$ cat src/rtl/spibr_pkg.sv
package spibr_pkg;
    localparam int WORD_W    = 16;
    localparam int HDR_W     = 8;
    localparam int PKT_WORDS = 8;
    localparam int IDX_W     = $clog2(PKT_WORDS);
    localparam logic [HDR_W-1:0] BURST_HDR = 8'h3E;

    typedef logic [WORD_W-1:0] word_t;
    typedef logic [HDR_W-1:0]  hdr_t;
    typedef logic [IDX_W-1:0]  idx_t;

    typedef enum logic [1:0] {CMD_NONE, CMD_POLL, CMD_BURST} cmd_e;

    typedef struct packed {
        logic hit;
        idx_t idx;
    } lookup_t;

    // Register address of each packet slot; slot order is the burst order.
    function automatic hdr_t slot_addr(input int k);
        case (k)
            0:       return 8'h3C;
            1:       return 8'h04;
            2:       return 8'h06;
            3:       return 8'h08;
            4:       return 8'h0A;
            5:       return 8'h0C;
            6:       return 8'h0E;
            default: return 8'h18;
        endcase
    endfunction

    function automatic lookup_t find_slot(input hdr_t a);
        lookup_t r;
        r = '0;
        for (int k = 0; k < PKT_WORDS; k++) begin
            if (slot_addr(k) == a) begin
                r.hit = 1'b1;
                r.idx = idx_t'(k);
            end
        end
        return r;
    endfunction

    function automatic cmd_e decode(input hdr_t h);
        if (h[HDR_W-1])      return CMD_NONE;
        if (h == BURST_HDR)  return CMD_BURST;
        return CMD_POLL;
    endfunction
endpackage

$ cat src/rtl/spibr_sync.sv
module spibr_sync #(
    parameter int STAGES = 2,
    parameter int WIDTH  = 3,
    parameter logic [WIDTH-1:0] INIT = '0
) (
    input  logic             clk,
    input  logic             rst,
    input  logic [WIDTH-1:0] d,
    output logic [WIDTH-1:0] q
);
    logic [WIDTH-1:0] pipe [STAGES];

    always_ff @(posedge clk) begin
        if (rst) pipe[0] <= INIT;
        else     pipe[0] <= d;
    end

    for (genvar s = 1; s < STAGES; s++) begin : g_stage
        always_ff @(posedge clk) begin
            if (rst) pipe[s] <= INIT;
            else     pipe[s] <= pipe[s-1];
        end
    end

    assign q = pipe[STAGES-1];
endmodule

$ cat src/rtl/spibr_shift.sv
module spibr_shift
    import spibr_pkg::*;
(
    input  logic  clk,
    input  logic  rst,
    input  logic  sclk,
    input  logic  cs_n,
    input  logic  mosi,
    input  word_t tx_word,
    output logic  miso,
    output logic  word_done,
    output hdr_t  rx_hdr
);
    localparam int CNT_W = $clog2(WORD_W);

    logic             sclk_q;
    logic [CNT_W-1:0] cnt;
    word_t            rx_sh, tx_sh, rx_next;
    logic             rise, fall;

    assign rise    = sclk & ~sclk_q & ~cs_n;
    assign fall    = ~sclk & sclk_q & ~cs_n;
    assign rx_next = {rx_sh[WORD_W-2:0], mosi};
    assign miso    = tx_sh[WORD_W-1];

    always_ff @(posedge clk) begin
        if (rst) begin
            sclk_q    <= 1'b1;
            cnt       <= '0;
            rx_sh     <= '0;
            tx_sh     <= '0;
            word_done <= 1'b0;
            rx_hdr    <= '0;
        end else begin
            sclk_q    <= sclk;
            word_done <= 1'b0;
            if (cs_n) begin
                cnt <= '0;
            end else begin
                if (fall) tx_sh <= (cnt == '0) ? tx_word : {tx_sh[WORD_W-2:0], 1'b0};
                if (rise) begin
                    rx_sh <= rx_next;
                    if (cnt == CNT_W'(WORD_W-1)) begin
                        cnt       <= '0;
                        word_done <= 1'b1;
                        rx_hdr    <= rx_next[WORD_W-1 -: HDR_W];
                    end else begin
                        cnt <= cnt + 1'b1;
                    end
                end
            end
        end
    end

    p_abort_clears_r2: assert property (@(posedge clk) disable iff (rst)
        cs_n |=> (cnt == '0));
    p_done_needs_select_r2: assert property (@(posedge clk) disable iff (rst)
        word_done |-> !$past(cs_n));
endmodule

$ cat src/rtl/spibr_ctrl.sv
module spibr_ctrl
    import spibr_pkg::*;
(
    input  logic                               clk,
    input  logic                               rst,
    input  logic                               word_done,
    input  hdr_t                               rx_hdr,
    input  logic [PKT_WORDS-1:0][WORD_W-1:0]   sens,
    output word_t                              tx_word
);
    localparam idx_t LAST = idx_t'(PKT_WORDS - 1);

    logic                             burst_on;
    idx_t                             widx, nxt;
    logic [PKT_WORDS-1:0][WORD_W-1:0] snap;
    lookup_t                          lk;
    logic                             last_word;

    assign nxt       = widx + 1'b1;
    assign lk        = find_slot(rx_hdr);
    assign last_word = word_done && burst_on && (widx == LAST);

    always_ff @(posedge clk) begin
        if (rst) begin
            burst_on <= 1'b0;
            widx     <= '0;
            snap     <= '0;
            tx_word  <= '0;
        end else if (word_done) begin
            if (burst_on) begin
                if (widx == LAST) begin
                    burst_on <= 1'b0;
                    widx     <= '0;
                    snap     <= sens;
                    tx_word  <= '0;
                end else begin
                    widx    <= nxt;
                    tx_word <= snap[nxt];
                end
            end else begin
                case (decode(rx_hdr))
                    CMD_BURST: begin
                        burst_on <= 1'b1;
                        widx     <= '0;
                        tx_word  <= snap[0];
                    end
                    CMD_POLL: tx_word <= lk.hit ? sens[lk.idx] : '0;
                    default:  tx_word <= '0;
                endcase
            end
        end
    end

    p_cmd_starts_r4: assert property (@(posedge clk) disable iff (rst)
        (word_done && !burst_on && rx_hdr == BURST_HDR) |=> (burst_on && widx == '0));
    p_burst_len_r4: assert property (@(posedge clk) disable iff (rst)
        last_word |=> !burst_on);
    p_stay_burst_r7: assert property (@(posedge clk) disable iff (rst)
        (burst_on && !last_word) |=> burst_on);
    p_snap_hold_r8: assert property (@(posedge clk) disable iff (rst)
        !last_word |=> $stable(snap));
endmodule

$ cat src/rtl/spibr_top.sv
module spibr_top
    import spibr_pkg::*;
#(
    parameter int SYNC_STAGES = 2
) (
    input  logic                             clk,
    input  logic                             rst,
    input  logic                             spi_sclk,
    input  logic                             spi_cs_n,
    input  logic                             spi_mosi,
    output logic                             spi_miso,
    input  logic [PKT_WORDS-1:0][WORD_W-1:0] sens_words
);
    logic [2:0] pins_s;
    logic       word_done;
    hdr_t       rx_hdr;
    word_t      tx_word;

    spibr_sync #(.STAGES(SYNC_STAGES), .WIDTH(3), .INIT(3'b110)) u_sync (
        .clk (clk),
        .rst (rst),
        .d   ({spi_sclk, spi_cs_n, spi_mosi}),
        .q   (pins_s)
    );

    spibr_shift u_shift (
        .clk       (clk),
        .rst       (rst),
        .sclk      (pins_s[2]),
        .cs_n      (pins_s[1]),
        .mosi      (pins_s[0]),
        .tx_word   (tx_word),
        .miso      (spi_miso),
        .word_done (word_done),
        .rx_hdr    (rx_hdr)
    );

    spibr_ctrl u_ctrl (
        .clk       (clk),
        .rst       (rst),
        .word_done (word_done),
        .rx_hdr    (rx_hdr),
        .sens      (sens_words),
        .tx_word   (tx_word)
    );
endmodule

$ cat config.mk
export PLATFORM = sky130hd
export DESIGN_NAME = spibr_top
export DESIGN_NICKNAME = d
export VERILOG_FILES = /design/src/rtl/spibr_pkg.sv /design/src/rtl/spibr_sync.sv /design/src/rtl/spibr_shift.sv /design/src/rtl/spibr_ctrl.sv /design/src/rtl/spibr_top.sv
export SDC_FILE = /design/constraint.sdc
export NUM_CORES = 1
export LEC_CHECK = 0
export BUFFER_PORTS_ARGS = -buffer_cell sky130_fd_sc_hd__buf_2
export CAP_MARGIN = 20
export CORE_MARGIN = 4
export CORE_UTILIZATION = 60
export CTS_BUF_LIST = sky130_fd_sc_hd__clkbuf_2
export CTS_CLUSTER_DIAMETER = 50
export DETAILED_ROUTE_END_ITERATION = 12
export MAX_ROUTING_LAYER = met4
export PLACE_DENSITY = 0.79
export SYNTH_ARGS = -nofsm -noshare
export SYNTH_HDL_FRONTEND = slang
export SYNTH_HIERARCHICAL = 1
export SYNTH_SLANG_ARGS = --single-unit
$ cat constraint.sdc
create_clock -name clk -period 2.7 [get_ports clk]
set_input_delay 0.27 -clock clk [delete_from_list [all_inputs] [get_ports clk]]
set_output_delay 0.27 -clock clk [all_outputs]
set_load 0.02 [all_outputs]
==> qor.txt, run 1 <==
vias in the first global route -> 10200
Clock Skew -> 51.7 ps
CTS buffer count -> 17
Cells after DPL -> 1446
Worst path slowest cell -> nand2b_1
sw frac -> 27.2%
Main synth FF type -> dfxtp_1
# DRC -> 0
clock share of power -> 31.5%
Slew @ Worst Pin -> 824 ps
FP Rows -> 45
cell count after synthesis -> 1172
Reg-to-Reg Start -> u_ctrl/widx[0]
final period utilization -> 95.8%
routability cong. -> 0.946
post-synthesis register bit count -> 199
most common cell after layout, fill and taps aside -> nand2_1
post-layout min period -> 2590 ps
CP Launch Point -> u_ctrl/widx[0]
synthesized cell area -> 9450 sq um
MaxCap Viol Count -> 0
register share of total power -> 60.1%
layout cells sized above 1 -> 15.7%
Vert. Die Dim -> 134 microns
Min-Delay Path Depth -> 4
register area share after synthesis -> 42.1%
first-pass GRT wire length -> 54100 microns
Final HPWL DP -> 19300 microns
distinct cell type count after synthesis -> 54
final non-filler cell total -> 1679
routed len/inst -> 20.9 microns
final WL -> 35100 microns
Buf+Inv Stages, Crit Path -> 0
setup TNS -> 0 ps
fillers -> 914
pwr dens -> 394 nW/um^2
largest net degree at the start of global routing -> 79
Max H-tree Level -> 4
Post-Syn Nets -> 1309
Peak supply drop -> 0.459 mV
setup slack, reg-to-reg -> 110 ps
Data arrival, critical path -> 3390 ps
startpoint types -> flop
CP Capture Type -> flop
HP Start -> sens_words[89]
Final ANT Viol Nets -> 0
Area Overhead vs Synth -> 32.7%
max-slew violations -> 0
number of vias per cell -> 6.36
Fin. Hold Viols -> 0
mean post-synth cell area -> 8.06 sq um
CP max stage delay -> 550 ps
Worst-path clk slew -> 330 ps
final core occ -> 81.9%
Worst Hold Class -> primary input to flop
die area -> 17800 sq um
grt total ovfl -> 0
setup bufs post-CTS -> 0
YS warnings -> 6
CTS root buf -> clkbuf_2
via count -> 10700
EDFF count, synth -> 0
post-layout net count -> 1591
DIE WIDTH -> 134 microns
clock latency at the later pin of the worst-skew pair -> 830 ps
most frequent cells in the layout -> 352 x nand2_1, 199 x dlygate4sd3_1, 199 x dfxtp_1, 156 x a21oi_1, 132 x buf_2
fraction of registers with async set/reset -> 0%
Setup violations, final -> 0
Hold Path End -> u_ctrl/snap[89]
reg2reg end -> u_ctrl/tx_word[2]
DRT iter0 DRCs -> 1641
Pre-antenna DRT Iters -> 13
Total Routing Usage GR -> 39.3%
Worst Reg-to-Reg Cells -> 7
status -> completed
cell family with most CP delay -> compound AO/OA/AOI/OAI gates
Required @ worst endpoint -> 3500 ps
total area of sequential cells -> 3980 sq um
crit-path max FO -> 16
CP cell instances -> ha_2, ha_1, nand2b_1, a221oi_1, o21ai_0, a311oi_1, a41o_1
initial core utilization -> 61.7%
core box area -> 15300 sq um
total power -> 4940 uW
P_leak -> 0.00461 uW
combinational power share -> 8.4%
Slew headroom -> 45.1%
clock buffer depth -> 2
WS Path Type -> flop to flop
IO Port Bufs -> 133
multi-input logic area -> 5040 sq um
CTS tree -> built
CTS Sinks -> 199
Net Sw Power -> 1340 uW
io pins -> 134
initial antenna violation count -> 1
fmax -> 0.386 GHz
P_int -> 3590 uW
RSZ-0062 raised after global routing -> no
routing by layer:
metal | vias up | part of all wire, % | GRT usage (%)
met5 | - | 0 | -
met4 | 0 | 4.7 | 15.9
met3 | 214 | 14 | 11.4
met2 | 911 | 44 | 58.9
met1 | 4854 | 37 | 50.3
li1 | 4696 | - | -
area by class of cell:
class / instances / share of cell area, %
multi-input combinational: 868 / 40.2
sequential: 199 / 31.8
timing repair buffer: 365 / 23.8
tap: 211 / 2.11
clock inverter: 15 / 1.36
clock buffer: 17 / 0.678
inverter: 3 / 0.0898
antenna: 1 / 0.0200
stage by stage:
step	worst slack, ps	hold slack [ps]	area [sq um]
CTS	227	142	12500
floorplan	487	342	9450
detailed placement	284	399	10300
finish	113	214	12500
global route	14.3	185	12500
global placement	352	388	10300
state kept, by name, indices dropped and copies added (netlist names):
name and flops:
u_sync/pipe 6, u_ctrl/snap 128, u_ctrl/burst_on 1, u_ctrl/widx 3, u_shift/rx_hdr 8, u_shift/tx_sh 16, u_shift/word_done 1, u_shift/cnt 4
u_ctrl/tx_word 16, u_shift/rx_sh 15, u_shift/sclk_q 1
Yosys cell counts, types with 2 or more instances:
master | number | area share [%]
nand2_1 | 352 | 14
dfxtp_1 | 199 | 42
a21oi_1 | 156 | 8.3
clkbuf_1 | 79 | 3.1
nor2_1 | 52 | 2.1
mux2i_1 | 49 | 5.2
a311oi_1 | 31 | 2.9
o21ai_0 | 28 | 1.5
nand3_1 | 25 | 1.3
nand2b_1 | 20 | 1.3
a32oi_1 | 18 | 1.7
a221oi_1 | 16 | 1.5
a41o_1 | 16 | 1.7
mux4_2 | 16 | 3.8
o22a_1 | 16 | 1.5
o22ai_1 | 16 | 1.1
buf_2 | 10 | 0.53
nor2b_1 | 6 | 0.40
nor3_1 | 6 | 0.32
buf_4 | 5 | 0.40
buf_6 | 4 | 0.48
ha_1 | 4 | 0.53
or2_1 | 4 | 0.26
buf_1 | 3 | 0.12
inv_1 | 3 | 0.12
xnor2_1 | 3 | 0.28
and2_1 | 2 | 0.13
nand4_1 | 2 | 0.13
nor3b_1 | 2 | 0.16
nor4_1 | 2 | 0.13
nor4bb_1 | 2 | 0.21
or3_1 | 2 | 0.13
or3b_1 | 2 | 0.19
cell families after synthesis:
| kind of cell | synth area share (%) |
|---|---|
| AND/OR/NAND/NOR | 22.4 |
| adder cells (fa/ha/maj) | 0.530 |
| XOR/XNOR | 0.278 |
| multiplexers | 9.00 |
| flip-flops | 42.1 |
| AO/OA/AOI/OAI | 20.8 |
| buffers and inverters | 4.83 |
power groups by stage:
stage	combinational (uW)	clock (uW)	sequential [uW]
2_1_floorplan	78.2	0	3010
3_3_place_gp	233	0	3010
3_5_place_dp	232	0	3010
4_1_cts	381	1570	2970
5_1_grt	435	1670	2970
6_report	414	1560	2970
worst max-delay path by stage:
stage | end | slack [ps] | depth (start not counted)
after global routing | u_ctrl/snap[100] | 10 | 7
after floorplan | u_ctrl/tx_word[15] | 490 | 8
after CTS | u_ctrl/tx_word[7] | 230 | 7
final | u_ctrl/tx_word[2] | 110 | 7
after detailed placement | u_ctrl/tx_word[6] | 280 | 8
after global placement | u_ctrl/tx_word[7] | 350 | 8
what timing repair did:
item,CTS,global route
endpoints found under the setup margin,0,1
hold endpoints to repair,185,0
hold buffers,199,0
resized for setup,0,1
tightest hold or removal path: cells and delay by family:
family	cells	cell delay (ps)
AO/OA/AOI/OAI	1	50
buffers and inverters	2	650
AND/OR/NAND/NOR	1	50
Note: power is estimated with default switching activity, not from simulation.
==> run 2, diff against run 1 <==
--- a/config.mk
+++ b/config.mk
@@ -13,8 +13,8 @@
 export CTS_CLUSTER_DIAMETER = 50
 export DETAILED_ROUTE_END_ITERATION = 12
 export MAX_ROUTING_LAYER = met4
-export PLACE_DENSITY = 0.79
+export PLACE_DENSITY_LB_ADDON = 0.15
+export SETUP_SLACK_MARGIN = 0.5
 export SYNTH_ARGS = -nofsm -noshare
 export SYNTH_HDL_FRONTEND = slang
-export SYNTH_HIERARCHICAL = 1
 export SYNTH_SLANG_ARGS = --single-unit
==> run 2 against run 1 <==
- area after synthesis barely moved
- total power is 1.6% lower
- combinational power increased by 2%
- global-route usage fell by 3.1 points
- clock power decreased by 6%
- utilization fell by 3.0 points
- largest cell class unchanged
==> qor.txt, run 2 <==
fillers -> 1058
Largest regs -> u_ctrl.snap (128), u_ctrl.tx_word (16), u_shift.tx_sh (16)
max-slew violations -> 0
Data arrival, critical path -> 2820 ps
Max H-tree Level -> 4
via count -> 9863
DP Worst Slack -> 391 ps
Slew headroom -> 55.1%
first-pass GRT wire length -> 49500 microns
MaxCap Viol Count -> 0
Post-Synth Simple-Gate Area -> 21.6%
top-count cell post-synth -> nand2_1
xor/xnor share of the synthesized area -> 0.371%
crit-path max FO -> 34
pwr dens -> 402 nW/um^2
WS Path Type -> flop to flop
Area Overhead vs Synth -> 27.7%
post-layout min period -> 2110 ps
fraction of registers with async set/reset -> 0%
Compound-Gate Fraction of Synth Area -> 18.2%
synthesized cell area -> 9460 sq um
CP Capture Type -> flop
final instance area -> 12100 sq um
CTS root buf -> clkbuf_2
IO Port Bufs -> 133
Final ANT Viol Nets -> 0
max FFs per register -> 128
# DRC -> 0
Synth area leader -> dfxtp_1
largest family of logic cells by synthesized area -> simple AND/OR/NAND/NOR gates
RSZ-0062 raised after global routing -> yes
post-synthesis mux area share -> 12.8%
GR peak layer -> met2
die area -> 17800 sq um
final WL -> 32200 microns
Synth top cells by count -> 405 x nand2_1, 199 x dfxtp_1, 157 x a21oi_1
met3 Use GR -> 8.31%
Worst path slowest cell -> mux4_2
Synth Area in Adders -> 0.529%
final setup margin -> 588 ps
Required @ worst endpoint -> 3410 ps
routability cong. -> 1.01
most frequent cells in the layout -> 405 x nand2_1, 192 x dfxtp_1, 157 x a21oi_1, 133 x buf_2, 132 x dlygate4sd3_1
Vert. Die Dim -> 134 microns
Post-Syn Nets -> 1289
core box area -> 15300 sq um
mean post-synth cell area -> 8.21 sq um
number of vias per cell -> 6.14
initial antenna violation count -> 4
register area share after synthesis -> 42.1%
Clock Skew -> 48.7 ps
post-synthesis register bit count -> 199
final period utilization -> 78.2%
YS warnings -> 0
distinct cell type count after synthesis -> 48
Fin. Hold Viols -> 0
Worst Hold Class -> primary input to flop
cell count after synthesis -> 1152
setup TNS -> 0 ps
clock latency at the later pin of the worst-skew pair -> 810 ps
io pins -> 134
largest net degree at the start of global routing -> 133
most common cell after layout, fill and taps aside -> nand2_1
startpoint types -> flop
Pre-antenna DRT Iters -> 7
DRT iter0 DRCs -> 1415
clock buffer depth -> 2
total power -> 4860 uW
initial core utilization -> 61.7%
Worst-path clk slew -> 310 ps
routed len/inst -> 20.1 microns
Synth top area share -> 42.1%
Total Routing Usage GR -> 36.2%
Main synth FF type -> dfxtp_1
status -> completed
placed cell areas -> 10300 sq um
Biggest register -> u_ctrl.snap
vias in the first global route -> 9227
layout cells sized above 1 -> 21.3%
CTS buffer count -> 17
M2 GR Usage -> 53.6%
FP Rows -> 45
Setup violations, final -> 0
EDFF count, synth -> 0
post-layout net count -> 1516
largest cells by area after synthesis -> dfxtp_1 42%, nand2_1 16%, a21oi_1 8.3%
CP max stage delay -> 630 ps
CTS tree -> built
Peak supply drop -> 0.466 mV
grt total ovfl -> 0
fmax -> 0.473 GHz
routing usage on met1 -> 48.8%
Slew @ Worst Pin -> 671 ps
DIE WIDTH -> 134 microns
P_leak -> 0.00440 uW
CTS Sinks -> 199
Final HPWL DP -> 19200 microns
CP cell instances -> buf_8, mux4_2, mux2_2, nand2_1, a311o_1, o41ai_2
==> run 2: cell types whose count changed in the layout (fill, tap and decap cells not counted), sizes merged, moves of 16 or more <==
cell | before | now
nand2b | 20 | 3
mux4 | 16 | 32
nand2 | 352 | 405
o22a | 16 | 0
dlygate4sd3 | 199 | 132
a221oi | 16 | 0
nand3 | 25 | 5
mux2i | 49 | 31
a311oi | 31 | 2
mux2 | 0 | 16
==> run 2: logic make-up (layout without fill, tap and decap cells) <==
kind of cell	count (synthesis)	after routing
AOI/OAI and AO/OA	262	262
xor gates and xnor gates	4	4
adders and majority gates	4	4
buffers and inverters	99	339
DFF	199	199
muxes	79	79
other	0	4
and+or+nand+nor	505	505
==> run 2: area by class of cell <==
type	instances	area [sq um]	area share (%)
Antenna cell	4	10.0	0.0829
Clock buffer	17	85.1	0.704
Clock inverter	15	155	1.28
Inverter	3	11.3	0.0932
Multi-Input combinational cell	854	5150	42.7
Sequential cell	199	4000	33.1
Tap cell	211	264	2.19
Timing Repair Buffer	304	2400	19.9
==> run 2: routing by layer <==
metal | vias up | routed length, microns
li1 | 4449 | -
met1 | 4632 | 12700
met2 | 651 | 14500
met3 | 131 | 3750
met4 | 0 | 1260
met5 | - | 0
==> run 2: path summary, 6_finish.rpt <==
path                     start           endpoint  slack, ps  cells past startpoint
min                   spi_sclk  u_sync.pipe[0][2]        170                      3
max             u_ctrl.widx[0]  u_ctrl.tx_word[3]        590                      6
min reg2reg  u_sync.pipe[0][1]  u_sync.pipe[1][1]        450                      1
max reg2reg     u_ctrl.widx[0]  u_ctrl.tx_word[3]        590                      6
==> run 2: worst max-delay path, delay by kind of cell (launching register included) <==
| family | cells | cell delay [ps] |
|---|---|---|
| buffers and inverters | 1 | 330 |
| AND/OR/NAND/NOR | 1 | 60 |
| multiplexers | 2 | 920 |
| flip-flops | 1 | 440 |
| AO/OA/AOI/OAI | 2 | 250 |
==> run 2: repair_timing <==
action	CTS	global route
setup buffers	0	9
hold buffers	132	0
hold endpoints to repair	152	0
setup endpoints to repair	16	16
pin swaps	0	8
gates resized for setup	7	21
gates cloned	0	1
==> run 2: per-stage QoR <==
step,util [%],hold WS (ps),cells
after floorplan,-,374,1152
after global placement,67.3,393,1429
after detailed placement,67.3,397,1429
after CTS,77.7,110,1593
after global routing,78.9,126,1607
final,78.9,168,1607
==> run 2: where the power goes <==
part           leakage [uW]  internal, uW  switching (uW)  total, uW
clock network      0.000144           309            1160       1470
registers           0.00161          2960            4.29       2960
logic               0.00264           223             201        424
total               0.00440          3490            1370       4860
